==> config.mk <==
export PLATFORM = sky130hd
export DESIGN_NAME = nand_cycle_sequencer
export DESIGN_NICKNAME = d
export VERILOG_FILES = /design/src/rtl/nand_seq_pkg.sv /design/src/rtl/nand_space_select.sv /design/src/rtl/nand_gap_tracker.sv /design/src/rtl/nand_rb_monitor.sv /design/src/rtl/nand_phase_fsm.sv /design/src/rtl/nand_cycle_sequencer.sv
export SDC_FILE = /design/constraint.sdc
export NUM_CORES = 1
export LEC_CHECK = 0
export ABC_AREA = 1
export BUFFER_PORTS_ARGS = -buffer_cell sky130_fd_sc_hd__buf_4
export CORE_MARGIN = 1
export CORE_UTILIZATION = 50
export CTS_CLUSTER_DIAMETER = 50
export DETAILED_ROUTE_END_ITERATION = 8
export PLACE_DENSITY_LB_ADDON = 0.1
export SYNTH_ARGS = -nofsm -noshare
export SYNTH_HDL_FRONTEND = slang
export SYNTH_SLANG_ARGS = --single-unit
==> constraint.sdc <==
create_clock -name clk -period 3.84 [get_ports clk]
set_input_delay 0.768 -clock clk [delete_from_list [all_inputs] [get_ports clk]]
set_output_delay 0.768 -clock clk [all_outputs]
set_load 0.02 [all_outputs]
==> src/rtl/nand_seq_pkg.sv <==
package nand_seq_pkg;
  localparam int unsigned TIME_W = 8;

  typedef enum logic [1:0] {
    K_CMD   = 2'd0,
    K_ADDR  = 2'd1,
    K_WRITE = 2'd2,
    K_READ  = 2'd3
  } op_kind_e;

  typedef enum logic [2:0] {
    ST_IDLE,
    ST_SETUP,
    ST_GAP,
    ST_STROBE,
    ST_HOLD,
    ST_DONE
  } seq_state_e;

  typedef struct packed {
    logic [TIME_W-1:0] setup;
    logic [TIME_W-1:0] strobe;
    logic [TIME_W-1:0] hold;
    logic [TIME_W-1:0] hiz;
  } space_timing_t;
endpackage

==> src/rtl/nand_space_select.sv <==
module nand_space_select
  import nand_seq_pkg::*;
#(
  parameter int unsigned TW = TIME_W
) (
  input  logic [TW-1:0] com_setup,
  input  logic [TW-1:0] com_strobe,
  input  logic [TW-1:0] com_hold,
  input  logic [TW-1:0] com_hiz,
  input  logic [TW-1:0] att_setup,
  input  logic [TW-1:0] att_strobe,
  input  logic [TW-1:0] att_hold,
  input  logic [TW-1:0] att_hiz,
  input  logic          space,
  output space_timing_t sel
);
  space_timing_t set_com, set_att;

  always_comb begin
    set_com = '{setup: com_setup, strobe: com_strobe, hold: com_hold, hiz: com_hiz};
    set_att = '{setup: att_setup, strobe: att_strobe, hold: att_hold, hiz: att_hiz};
    sel     = space ? set_att : set_com;
  end
endmodule

==> src/rtl/nand_gap_tracker.sv <==
module nand_gap_tracker #(
  parameter int unsigned TW = 8
) (
  input  logic          clk,
  input  logic          rst_n,
  input  logic          line_hi,
  output logic [TW-1:0] low_run_next
);
  localparam logic [TW-1:0] SAT = {TW{1'b1}};

  logic [TW-1:0] low_run;

  // Count of consecutive low cycles including the current one, saturating.
  always_comb begin
    if (line_hi)             low_run_next = '0;
    else if (low_run == SAT) low_run_next = SAT;
    else                     low_run_next = low_run + 1'b1;
  end

  always_ff @(posedge clk or negedge rst_n) begin
    if (!rst_n) low_run <= SAT;
    else        low_run <= low_run_next;
  end
endmodule

==> src/rtl/nand_rb_monitor.sv <==
module nand_rb_monitor #(
  parameter int unsigned NEV = 3
) (
  input  logic           clk,
  input  logic           rst_n,
  input  logic           rb_async,
  input  logic [NEV-1:0] clr,
  output logic           busy,
  output logic [NEV-1:0] flags
);
  logic rb_m, rb_s, rb_d;
  logic [NEV-1:0] hit;

  always_ff @(posedge clk or negedge rst_n) begin
    if (!rst_n) begin
      rb_m <= 1'b1;
      rb_s <= 1'b1;
      rb_d <= 1'b1;
    end else begin
      rb_m <= rb_async;
      rb_s <= rb_m;
      rb_d <= rb_s;
    end
  end

  assign busy = !rb_s;

  always_comb begin
    hit    = '0;
    hit[0] = rb_s && !rb_d;
    hit[1] = rb_s;
    hit[2] = !rb_s && rb_d;
  end

  for (genvar i = 0; i < NEV; i++) begin : g_flag
    always_ff @(posedge clk or negedge rst_n) begin
      if (!rst_n)      flags[i] <= 1'b0;
      else if (hit[i]) flags[i] <= 1'b1;
      else if (clr[i]) flags[i] <= 1'b0;
    end
  end
endmodule

==> src/rtl/nand_phase_fsm.sv <==
module nand_phase_fsm
  import nand_seq_pkg::*;
#(
  parameter int unsigned TW = TIME_W,
  parameter int unsigned DW = 8
) (
  input  logic          clk,
  input  logic          rst_n,
  input  logic          req_valid,
  output logic          req_ready,
  input  logic [1:0]    req_kind,
  input  logic [DW-1:0] req_data,
  input  space_timing_t sel,
  input  logic          wait_en,
  input  logic          busy,
  input  logic          cle_ok,
  input  logic          ale_ok,
  output logic          rd_valid,
  input  logic          rd_ready,
  output logic [DW-1:0] rd_data,
  input  logic [DW-1:0] dq_in,
  output logic          ce_n,
  output logic          cle,
  output logic          ale,
  output logic          we_n,
  output logic          re_n,
  output logic [DW-1:0] dq_out,
  output logic          dq_oe
);
  seq_state_e    state;
  op_kind_e      kind_q;
  logic [DW-1:0] data_q;
  logic [TW-1:0] strobe_q, hold_q, cnt, hiz_cnt;

  logic     in_acc, accept, gate_ok, hiz_ok;
  op_kind_e dec_kind;

  always_comb begin
    in_acc    = (state == ST_SETUP) || (state == ST_GAP) ||
                (state == ST_STROBE) || (state == ST_HOLD);
    req_ready = (state == ST_IDLE) && !(wait_en && busy);
    accept    = req_valid && req_ready;
    dec_kind  = (state == ST_IDLE) ? op_kind_e'(req_kind) : kind_q;
    hiz_ok    = (state == ST_IDLE) ? (sel.hiz == '0) : (hiz_cnt <= TW'(1));
    case (dec_kind)
      K_READ:  gate_ok = cle_ok && ale_ok;
      K_WRITE: gate_ok = hiz_ok;
      default: gate_ok = 1'b1;
    endcase
  end

  always_ff @(posedge clk or negedge rst_n) begin
    if (!rst_n) begin
      state    <= ST_IDLE;
      kind_q   <= K_CMD;
      data_q   <= '0;
      strobe_q <= '0;
      hold_q   <= '0;
      cnt      <= '0;
      rd_data  <= '0;
    end else begin
      case (state)
        ST_IDLE: if (accept) begin
          kind_q   <= op_kind_e'(req_kind);
          data_q   <= req_data;
          strobe_q <= sel.strobe;
          hold_q   <= sel.hold;
          if (sel.setup != '0) begin
            state <= ST_SETUP;
            cnt   <= sel.setup - 1'b1;
          end else if (gate_ok) begin
            state <= ST_STROBE;
            cnt   <= sel.strobe;
          end else begin
            state <= ST_GAP;
          end
        end
        ST_SETUP: begin
          if (cnt == '0) begin
            if (gate_ok) begin
              state <= ST_STROBE;
              cnt   <= strobe_q;
            end else begin
              state <= ST_GAP;
            end
          end else begin
            cnt <= cnt - 1'b1;
          end
        end
        ST_GAP: if (gate_ok) begin
          state <= ST_STROBE;
          cnt   <= strobe_q;
        end
        ST_STROBE: begin
          if (cnt == '0) begin
            if (kind_q == K_READ) rd_data <= dq_in;
            if (hold_q != '0) begin
              state <= ST_HOLD;
              cnt   <= hold_q - 1'b1;
            end else begin
              state <= (kind_q == K_READ) ? ST_DONE : ST_IDLE;
            end
          end else begin
            cnt <= cnt - 1'b1;
          end
        end
        ST_HOLD: begin
          if (cnt == '0) state <= (kind_q == K_READ) ? ST_DONE : ST_IDLE;
          else           cnt   <= cnt - 1'b1;
        end
        ST_DONE: if (rd_ready) state <= ST_IDLE;
        default: state <= ST_IDLE;
      endcase
    end
  end

  // High-impedance window for write data, counted from the first access cycle.
  always_ff @(posedge clk or negedge rst_n) begin
    if (!rst_n)                hiz_cnt <= '0;
    else if (accept)           hiz_cnt <= (op_kind_e'(req_kind) == K_WRITE) ? sel.hiz : '0;
    else if (hiz_cnt != '0)    hiz_cnt <= hiz_cnt - 1'b1;
  end

  always_comb begin
    ce_n     = !in_acc;
    cle      = in_acc && (kind_q == K_CMD);
    ale      = in_acc && (kind_q == K_ADDR);
    we_n     = !((state == ST_STROBE) && (kind_q != K_READ));
    re_n     = !((state == ST_STROBE) && (kind_q == K_READ));
    dq_out   = data_q;
    dq_oe    = in_acc && (kind_q != K_READ) && ((kind_q != K_WRITE) || (hiz_cnt == '0));
    rd_valid = (state == ST_DONE);
  end
endmodule

==> src/rtl/nand_cycle_sequencer.sv <==
module nand_cycle_sequencer
  import nand_seq_pkg::*;
#(
  parameter int unsigned TW  = TIME_W,
  parameter int unsigned DW  = 8,
  parameter int unsigned NEV = 3
) (
  input  logic           clk,
  input  logic           rst_n,
  input  logic           req_valid,
  output logic           req_ready,
  input  logic [1:0]     req_kind,
  input  logic           req_space,
  input  logic [DW-1:0]  req_data,
  output logic           rd_valid,
  input  logic           rd_ready,
  output logic [DW-1:0]  rd_data,
  input  logic [TW-1:0]  com_setup,
  input  logic [TW-1:0]  com_strobe,
  input  logic [TW-1:0]  com_hold,
  input  logic [TW-1:0]  com_hiz,
  input  logic [TW-1:0]  att_setup,
  input  logic [TW-1:0]  att_strobe,
  input  logic [TW-1:0]  att_hold,
  input  logic [TW-1:0]  att_hiz,
  input  logic [TW-1:0]  cle_re_dly,
  input  logic [TW-1:0]  ale_re_dly,
  input  logic           wait_en,
  input  logic [NEV-1:0] evt_ie,
  input  logic [NEV-1:0] evt_clr,
  output logic [NEV-1:0] evt_flags,
  output logic           irq,
  output logic           nand_ce_n,
  output logic           nand_cle,
  output logic           nand_ale,
  output logic           nand_we_n,
  output logic           nand_re_n,
  output logic [DW-1:0]  nand_dq_out,
  output logic           nand_dq_oe,
  input  logic [DW-1:0]  nand_dq_in,
  input  logic           nand_rb
);
  space_timing_t sel;
  logic          busy;
  logic [TW-1:0] cle_run, ale_run;

  nand_space_select #(.TW(TW)) u_sel (
    .com_setup(com_setup), .com_strobe(com_strobe), .com_hold(com_hold), .com_hiz(com_hiz),
    .att_setup(att_setup), .att_strobe(att_strobe), .att_hold(att_hold), .att_hiz(att_hiz),
    .space(req_space), .sel(sel)
  );

  nand_gap_tracker #(.TW(TW)) u_cle_gap (
    .clk(clk), .rst_n(rst_n), .line_hi(nand_cle), .low_run_next(cle_run)
  );

  nand_gap_tracker #(.TW(TW)) u_ale_gap (
    .clk(clk), .rst_n(rst_n), .line_hi(nand_ale), .low_run_next(ale_run)
  );

  nand_rb_monitor #(.NEV(NEV)) u_rb (
    .clk(clk), .rst_n(rst_n), .rb_async(nand_rb), .clr(evt_clr),
    .busy(busy), .flags(evt_flags)
  );

  nand_phase_fsm #(.TW(TW), .DW(DW)) u_fsm (
    .clk(clk), .rst_n(rst_n),
    .req_valid(req_valid), .req_ready(req_ready), .req_kind(req_kind), .req_data(req_data),
    .sel(sel), .wait_en(wait_en), .busy(busy),
    .cle_ok(cle_run >= cle_re_dly), .ale_ok(ale_run >= ale_re_dly),
    .rd_valid(rd_valid), .rd_ready(rd_ready), .rd_data(rd_data), .dq_in(nand_dq_in),
    .ce_n(nand_ce_n), .cle(nand_cle), .ale(nand_ale), .we_n(nand_we_n), .re_n(nand_re_n),
    .dq_out(nand_dq_out), .dq_oe(nand_dq_oe)
  );

  assign irq = |(evt_flags & evt_ie);
endmodule

==> out/qor.csv, run 1 <==
stage;metric;value;unit
run_status;run status;finished, final reports clean;
worst_setup_path;Reg2Reg Setup Slack;350;ps
min_path;Hold Crit Class;reg2reg;
cells_and_area;register area;1900;sq um
cts;TritonCTS clock tree;yes;
logic_synthesis;ys flop type;dfrtp_1;
floorplanning;Die Ht;106;um
min_path;Hold Path Depth;0;
floorplanning;Core ar.;10400;sq um
cts;clock buffer count from CTS;9;
drt;vias per cell;5.11;
floorplanning;Initial Util;0.519;
pwr;Reg power frac;0.300;
pwr;switching fraction of total power;0.457;
logic_synthesis;Post-synth EDFFs;0;
logic_synthesis;Post-Synthesis Cell Area;5410;sq um
grt;total gr overflow;0;
logic_synthesis;most common cell in the netlist;nand2_1;
logic_synthesis;Synth Instances;750;
worst_setup_path;most frequent CP cell;nand2_1;
logic_synthesis;post-synthesis async set-or-reset flop share;1.00;
timing;setup TNS;0;ps
worst_setup_path;Crit Path Class;reg2reg;
job;max-cap violation count;0;
timing;max_slew headroom;0.362;
pwr;LEAKAGE;3.65;nW
logic_synthesis;Synth area leader;dfrtp_1;
cts;H-Tree Depth;3;
cells_and_area;Filler cells;943;
timing;Setup violations, final;0;
logic_synthesis;Synth cell types;52;
cts;Sink Count;75;
worst_setup_path;Largest delay share family, worst path;simple AND/OR/NAND/NOR gates;
floorplanning;Die ar.;11200;sq um
timing;Clock Skew;11.1;ps
cts;post_cts resized;0;
worst_setup_path;CP max stage cell;dfrtp_1;
logic_synthesis;synthesized flop and latch total;75;
worst_setup_path;CP peak stage delay;470;ps
pwr;clock network fraction of total power;0.161;
worst_setup_path;worst path required time;4130;ps
drt;drt wl/cell;13.1;um
drt;Routed Wire Length;13400;um
logic_synthesis;top cell type's share of synthesized area;0.259;
worst_setup_path;critical path arrival;3780;ps
drt;Max Used Layer;met4;
drt;number of routed nets with antenna violations;0;
cts;clock root buffer;clkbuf_8;
place;Final Wtd Congestion;0.919;
logic_synthesis;post-synthesis sequential area ratio;0.351;
worst_setup_path;crit end category;flop;
cts;clock-pin slew on the worst setup and hold paths;80;ps
drt;Metal-1 WL;5890;um
timing;Tmin final;3490;ps
cells_and_area;nets;1021;
pwr;P per Cell Area;670;nW/um^2
logic_synthesis;top post-synthesis cells by area;dfrtp_1 (26%), nand2_1 (14%), dfstp_2 (9.2%), inv_1 (8.8%), ha_1 (5.6%);
floorplanning;IO Pins;139;
drt;metal3 WL;751;um
cts;clk buf depth;2;
worst_setup_path;worst-path maximum fanout;13;
logic_synthesis;Post-Syn Area per Cell;7.21;sq um
logic_synthesis;yosys warns;0;
pwr;Peak VDD IR;336;uV
cts;Hold-fix buffers, CTS;0;
timing;Tcrit/Tclk final;0.908;
pwr;total power;4.52;mW
drt;1st-pass router iterations;5;
timing;Slew @ Worst Pin;957;ps
logic_synthesis;synth cell count leaders;nand2_1 (208), inv_1 (127), nor2_1 (61);
min_path;Worst Hold Endpoint;u_rb.rb_s;
grt;largest net degree at the start of global routing;76;
logic_synthesis;Mapped Nets;885;
place;detailed placement HPWL;10600;um
pwr;combinational power share;0.539;
worst_setup_path;reg2reg end;u_fsm.cnt[5];
timing;Hold Vio Cnt, Final;0;
drt;DR vias;5243;
grt;vias in the first global route;5132;
grt;Total Routing Usage GR;0.253;
worst_setup_path;crit start category;flop;
timing;RSZ-0062 raised after global routing;no;
cells_and_area;Area growth syn-to-layout;24.5;%
timing;FMAX;287;MHz
cells_and_area;area of the multi-input gates;2870;sq um
drt;DRC viols;0;
timing;Slew Limit Fails;0;
floorplanning;die width;106;um
worst_setup_path;worst reg2reg startpoint;u_fsm.state[1];
cts;post-CTS setup buffer count;0;
grt;first-pass GRT wire length;22800;um
cells_and_area;number of diodes;0;
drt;WL met2;6480;um
grt;initial antenna violation count;0;
place;I/O Buffers;138;
drt;1st-iter DRT viols;265;
cts;Clock Latency Late Sink;370;ps
worst_setup_path;CP bufs+invs;7;
cells_and_area;layout cells sized above 1;0.266;
pwr;Pint;2.45;mW
min_path;Hold Startpoint;u_rb.rb_m;
pwr;Psw;2.06;mW
worst_setup_path;Reg2Reg Depth;25;
floorplanning;row count;37;
[registers in the layout, summed over array words and instances, names as in the netlist]
register	count
u_ale_gap.low_run	8
u_cle_gap.low_run	8
u_fsm.cnt	8
u_fsm.dq_out	8
u_fsm.hiz_cnt	8
u_fsm.hold_q	8
u_fsm.rd_data	8
u_fsm.strobe_q	8
u_fsm.state	3
u_rb.flags	3
u_fsm.kind_q	2
u_rb.rb_d	1
u_rb.rb_m	1
u_rb.rb_s	1
[metal layers]
layer | global-route usage | vias up
li1 | - | 2642
met1 | 0.312 | 2404
met2 | 0.443 | 167
met3 | 0.0490 | 30
met4 | 0.0853 | 0
met5 | 0 | -
[cells by family (layout without fill, tap and decap cells)]
family / after synthesis / in the layout / synth area share
compound gates: 102 / 102 / 0.119
mux: 16 / 16 / 0.0315
buf+inv: 150 / 290 / 0.119
simple gates: 367 / 367 / 0.298
fa+ha+maj: 24 / 24 / 0.0555
flops: 75 / 75 / 0.351
xor+xnor: 16 / 16 / 0.0259
[area by class of cell]
class	count	share of cell area
inverter	135	0.0764
clock inverter	6	0.0156
clock buffer	9	0.0184
multi-input combinational	525	0.426
timing repair buffer	140	0.156
tap	136	0.0253
sequential	75	0.282
[metrics by stage]
step / hold slack (ps) / area, sq um / cells / util / worst slack (ps)
after floorplan: 345 / 5410 / 750 / - / 476
after global placement: 351 / 6500 / 1011 / 0.624 / 501
after detailed placement: 351 / 6500 / 1011 / 0.624 / 346
after CTS: 362 / 6730 / 1026 / 0.646 / 319
after global routing: 364 / 6740 / 1026 / 0.647 / 29.1
final: 360 / 6740 / 1026 / 0.647 / 354
[cells in the final DEF (no fill, tap or decap), types with 9 or more instances in the layout]
| cell type | count |
|---|---|
| ha_1 | 24 |
| dfstp_2 | 19 |
| a31oi_1 | 11 |
| xor2_1 | 11 |
| a21oi_1 | 17 |
| nand2_2 | 14 |
| nand3_1 | 47 |
| nand2_1 | 208 |
| dfrtp_1 | 56 |
| buf_4 | 140 |
| nor2_1 | 61 |
| inv_1 | 127 |
| o21ai_0 | 39 |
| o21ai_2 | 9 |
| clkbuf_8 | 9 |
[worst max path at each step]
| stage | start | to | slack [ps] | cells past startpoint |
|---|---|---|---|---|
| final | u_fsm.state[1] | u_fsm.cnt[5] | 350 | 25 |
| after global routing | u_fsm.state[1] | u_fsm.cnt[7] | 30 | 26 |
| after CTS | u_fsm.state[0] | u_fsm.cnt[5] | 320 | 25 |
| after detailed placement | u_fsm.state[0] | u_fsm.cnt[5] | 350 | 25 |
| after global placement | u_fsm.state[1] | u_fsm.cnt[5] | 500 | 25 |
| after floorplan | u_fsm.state[0] | u_fsm.cnt[0] | 480 | 26 |
[power groups by stage]
stage	sequential, mW	clock, mW	combinational (mW)
CTS	1.35	0.738	2.43
global placement	1.35	0	2.35
finish	1.36	0.729	2.43
global route	1.40	0.767	2.73
floorplan	1.36	0	1.74
detailed placement	1.36	0	2.42
(Power assumes the default switching activity.)
==> run 2: changes to the inputs <==
--- a/config.mk
+++ b/config.mk
@@ -7,8 +7,10 @@
 export LEC_CHECK = 0
 export ABC_AREA = 1
 export BUFFER_PORTS_ARGS = -buffer_cell sky130_fd_sc_hd__buf_4
+export CELL_PAD_IN_SITES_DETAIL_PLACEMENT = 1
+export CELL_PAD_IN_SITES_GLOBAL_PLACEMENT = 2
 export CORE_MARGIN = 1
-export CORE_UTILIZATION = 50
+export CORE_UTILIZATION = 30
 export CTS_CLUSTER_DIAMETER = 50
 export DETAILED_ROUTE_END_ITERATION = 8
 export PLACE_DENSITY_LB_ADDON = 0.1
==> run 2 against run 1 <==
Compared with the run above: sequential share of layout area decreased by 0.82 points; sequential power hardly changed; critical path depth is the same; clock skew barely moved; critical path type unchanged; largest power group unchanged.
==> out/qor.csv, run 2 (synthesis gave the netlist of run 1 again) <==
stage;metric;value;unit
place;placed cells;1100;
drt;drt wl/cell;15.1;um
floorplanning;row count;48;
timing;Setup violations, final;0;
cells_and_area;Util after Layout;0.397;
drt;1st-pass router iterations;6;
floorplanning;die width;136;um
cts;Sink Count;75;
worst_setup_path;crit start category;flop;
timing;Tcrit/Tclk final;0.898;
cts;H-Tree Depth;3;
timing;Slew Limit Fails;0;
place;detailed placement HPWL;13400;um
cells_and_area;Filler cells;2198;
grt;largest net degree at the start of global routing;76;
cts;TritonCTS clock tree;yes;
grt;met3 usage;0.0373;
timing;Tmin final;3450;ps
pwr;P per Cell Area;683;nW/um^2
grt;initial antenna violation count;0;
worst_setup_path;worst-path maximum fanout;13;
cts;clock root buffer;clkbuf_16;
worst_setup_path;crit end category;flop;
floorplanning;Initial Util;0.310;
cts;Hold-fix buffers, CTS;0;
place;Final Wtd Congestion;0.819;
drt;DRC viols;0;
cells_and_area;layout cells sized above 1;0.264;
drt;1st-iter DRT viols;125;
timing;Hold Vio Cnt, Final;0;
cells_and_area;number of diodes;0;
pwr;Peak VDD IR;241;uV
cells_and_area;most frequent cells in the layout;nand2_1 (208), buf_4 (142), inv_1 (127);
timing;Clock Skew;11.6;ps
cells_and_area;nets;1023;
timing;fin worst setup slack;391;ps
worst_setup_path;Crit Path Class;reg2reg;
timing;FMAX;290;MHz
cts;clk buf depth;2;
grt;vias in the first global route;5569;
floorplanning;Die Ht;136;um
drt;Routed Wire Length;16900;um
run_status;run status;finished, final reports clean;
grt;total gr overflow;0;
cells_and_area;Area growth syn-to-layout;28.2;%
cts;clock buffer count from CTS;9;
cts;clock-pin slew on the worst setup and hold paths;70;ps
worst_setup_path;worst path required time;4110;ps
drt;vias per cell;4.69;
drt;number of routed nets with antenna violations;0;
drt;DR vias;5239;
pwr;LEAKAGE;3.68;nW
place;I/O Buffers;138;
cts;Clock Latency Late Sink;350;ps
cells_and_area;register area;1900;sq um
min_path;Hold Crit Class;reg2reg;
floorplanning;Die ar.;18600;sq um
worst_setup_path;critical path arrival;3720;ps
place;worst slack, placed;275;ps
timing;Slew @ Worst Pin;1030;ps
job;max-cap violation count;0;
grt;M2 GR Usage;0.333;
floorplanning;IO Pins;139;
timing;max_slew headroom;0.312;
timing;worst hold margin;360;ps
cells_and_area;area of the multi-input gates;2880;sq um
pwr;total power;4.74;mW
grt;Global Route met1 Usage;0.237;
cells_and_area;most common cell after layout, fill and taps aside;nand2_1;
grt;Total Routing Usage GR;0.194;
grt;gr busiest metal;met2;
cells_and_area;non-filler cells, final;1118;
floorplanning;Core ar.;17500;sq um
grt;first-pass GRT wire length;27700;um
run 2: changes by cell type in the layout (fill, tap and decap cells not counted), sizes merged:
cell / delta
clkinvlp: +1
clkbuf: +5
bufinv: -2
buf: +2
clkinv: -3
run 2: final timing paths:
path / slack [ps] / to / startpoint / depth (start not counted)
min in group asynchronous: 620 / u_fsm.hiz_cnt[3] / rst_n / 1
setup reg to reg: 390 / u_fsm.cnt[5] / u_fsm.state[0] / 25
setup / recovery: 390 / u_fsm.cnt[5] / u_fsm.state[0] / 25
max in group asynchronous: 2590 / u_fsm.hold_q[1] / rst_n / 1
hold reg to reg: 360 / u_rb.rb_s / u_rb.rb_m / 0
hold / removal: 360 / u_rb.rb_s / u_rb.rb_m / 0
run 2: metal layers:
layer | wire length [um] | part of all wire
met1 | 7430 | 0.44
met2 | 8420 | 0.50
met3 | 699 | 0.041
met4 | 314 | 0.019
met5 | 0 | 0
run 2: report_power, final:
| group | total [mW] | internal (mW) | switching [mW] |
|---|---|---|---|
| logic | 2.50 | 0.931 | 1.57 |
| registers | 1.36 | 1.12 | 0.240 |
| clock network | 0.871 | 0.523 | 0.348 |
| total | 4.74 | 2.58 | 2.16 |
run 2: final cells by class:
type	count	share of cell area
multi-input combinational	525	0.416
sequential	75	0.274
timing repair buffer	142	0.154
inverter	135	0.0741
tap	225	0.0406
clock buffer	14	0.0366
clock inverter	2	0.00541
run 2: critical path: stages (launching register included):
cell     delay (ps)
dfrtp_1         480
nor2_4          180
nand2_1         150
nand2_1          90
inv_1            50
nand2_1          70
inv_2           130
nor3_4          310
inv_1           140
o21ai_0         100
inv_1            80
ha_1            300
nand2_1          50
nand3_1          70
nand2_1          50
nand2_1          60
nand2_1          50
nand2_1          80
nand3_1         180
nand2_4         160
inv_4            70
nand2_2          70
nand2_4          70
inv_4           160
nor2_1           60
a21oi_1         120
run 2: what timing repair did:
action	in CTS	in global routing
hold endpoints to repair	0	0
setup endpoints to repair	0	11
setup buffers	0	2
gates resized for setup	0	3
run 2: per-stage QoR:
stage,setup TNS [ps],cell area (sq um)
after global routing,-1.01,6940
final,0,6940
after floorplan,0,5410
after global placement,0,6610
after CTS,0,6900
after detailed placement,0,6610
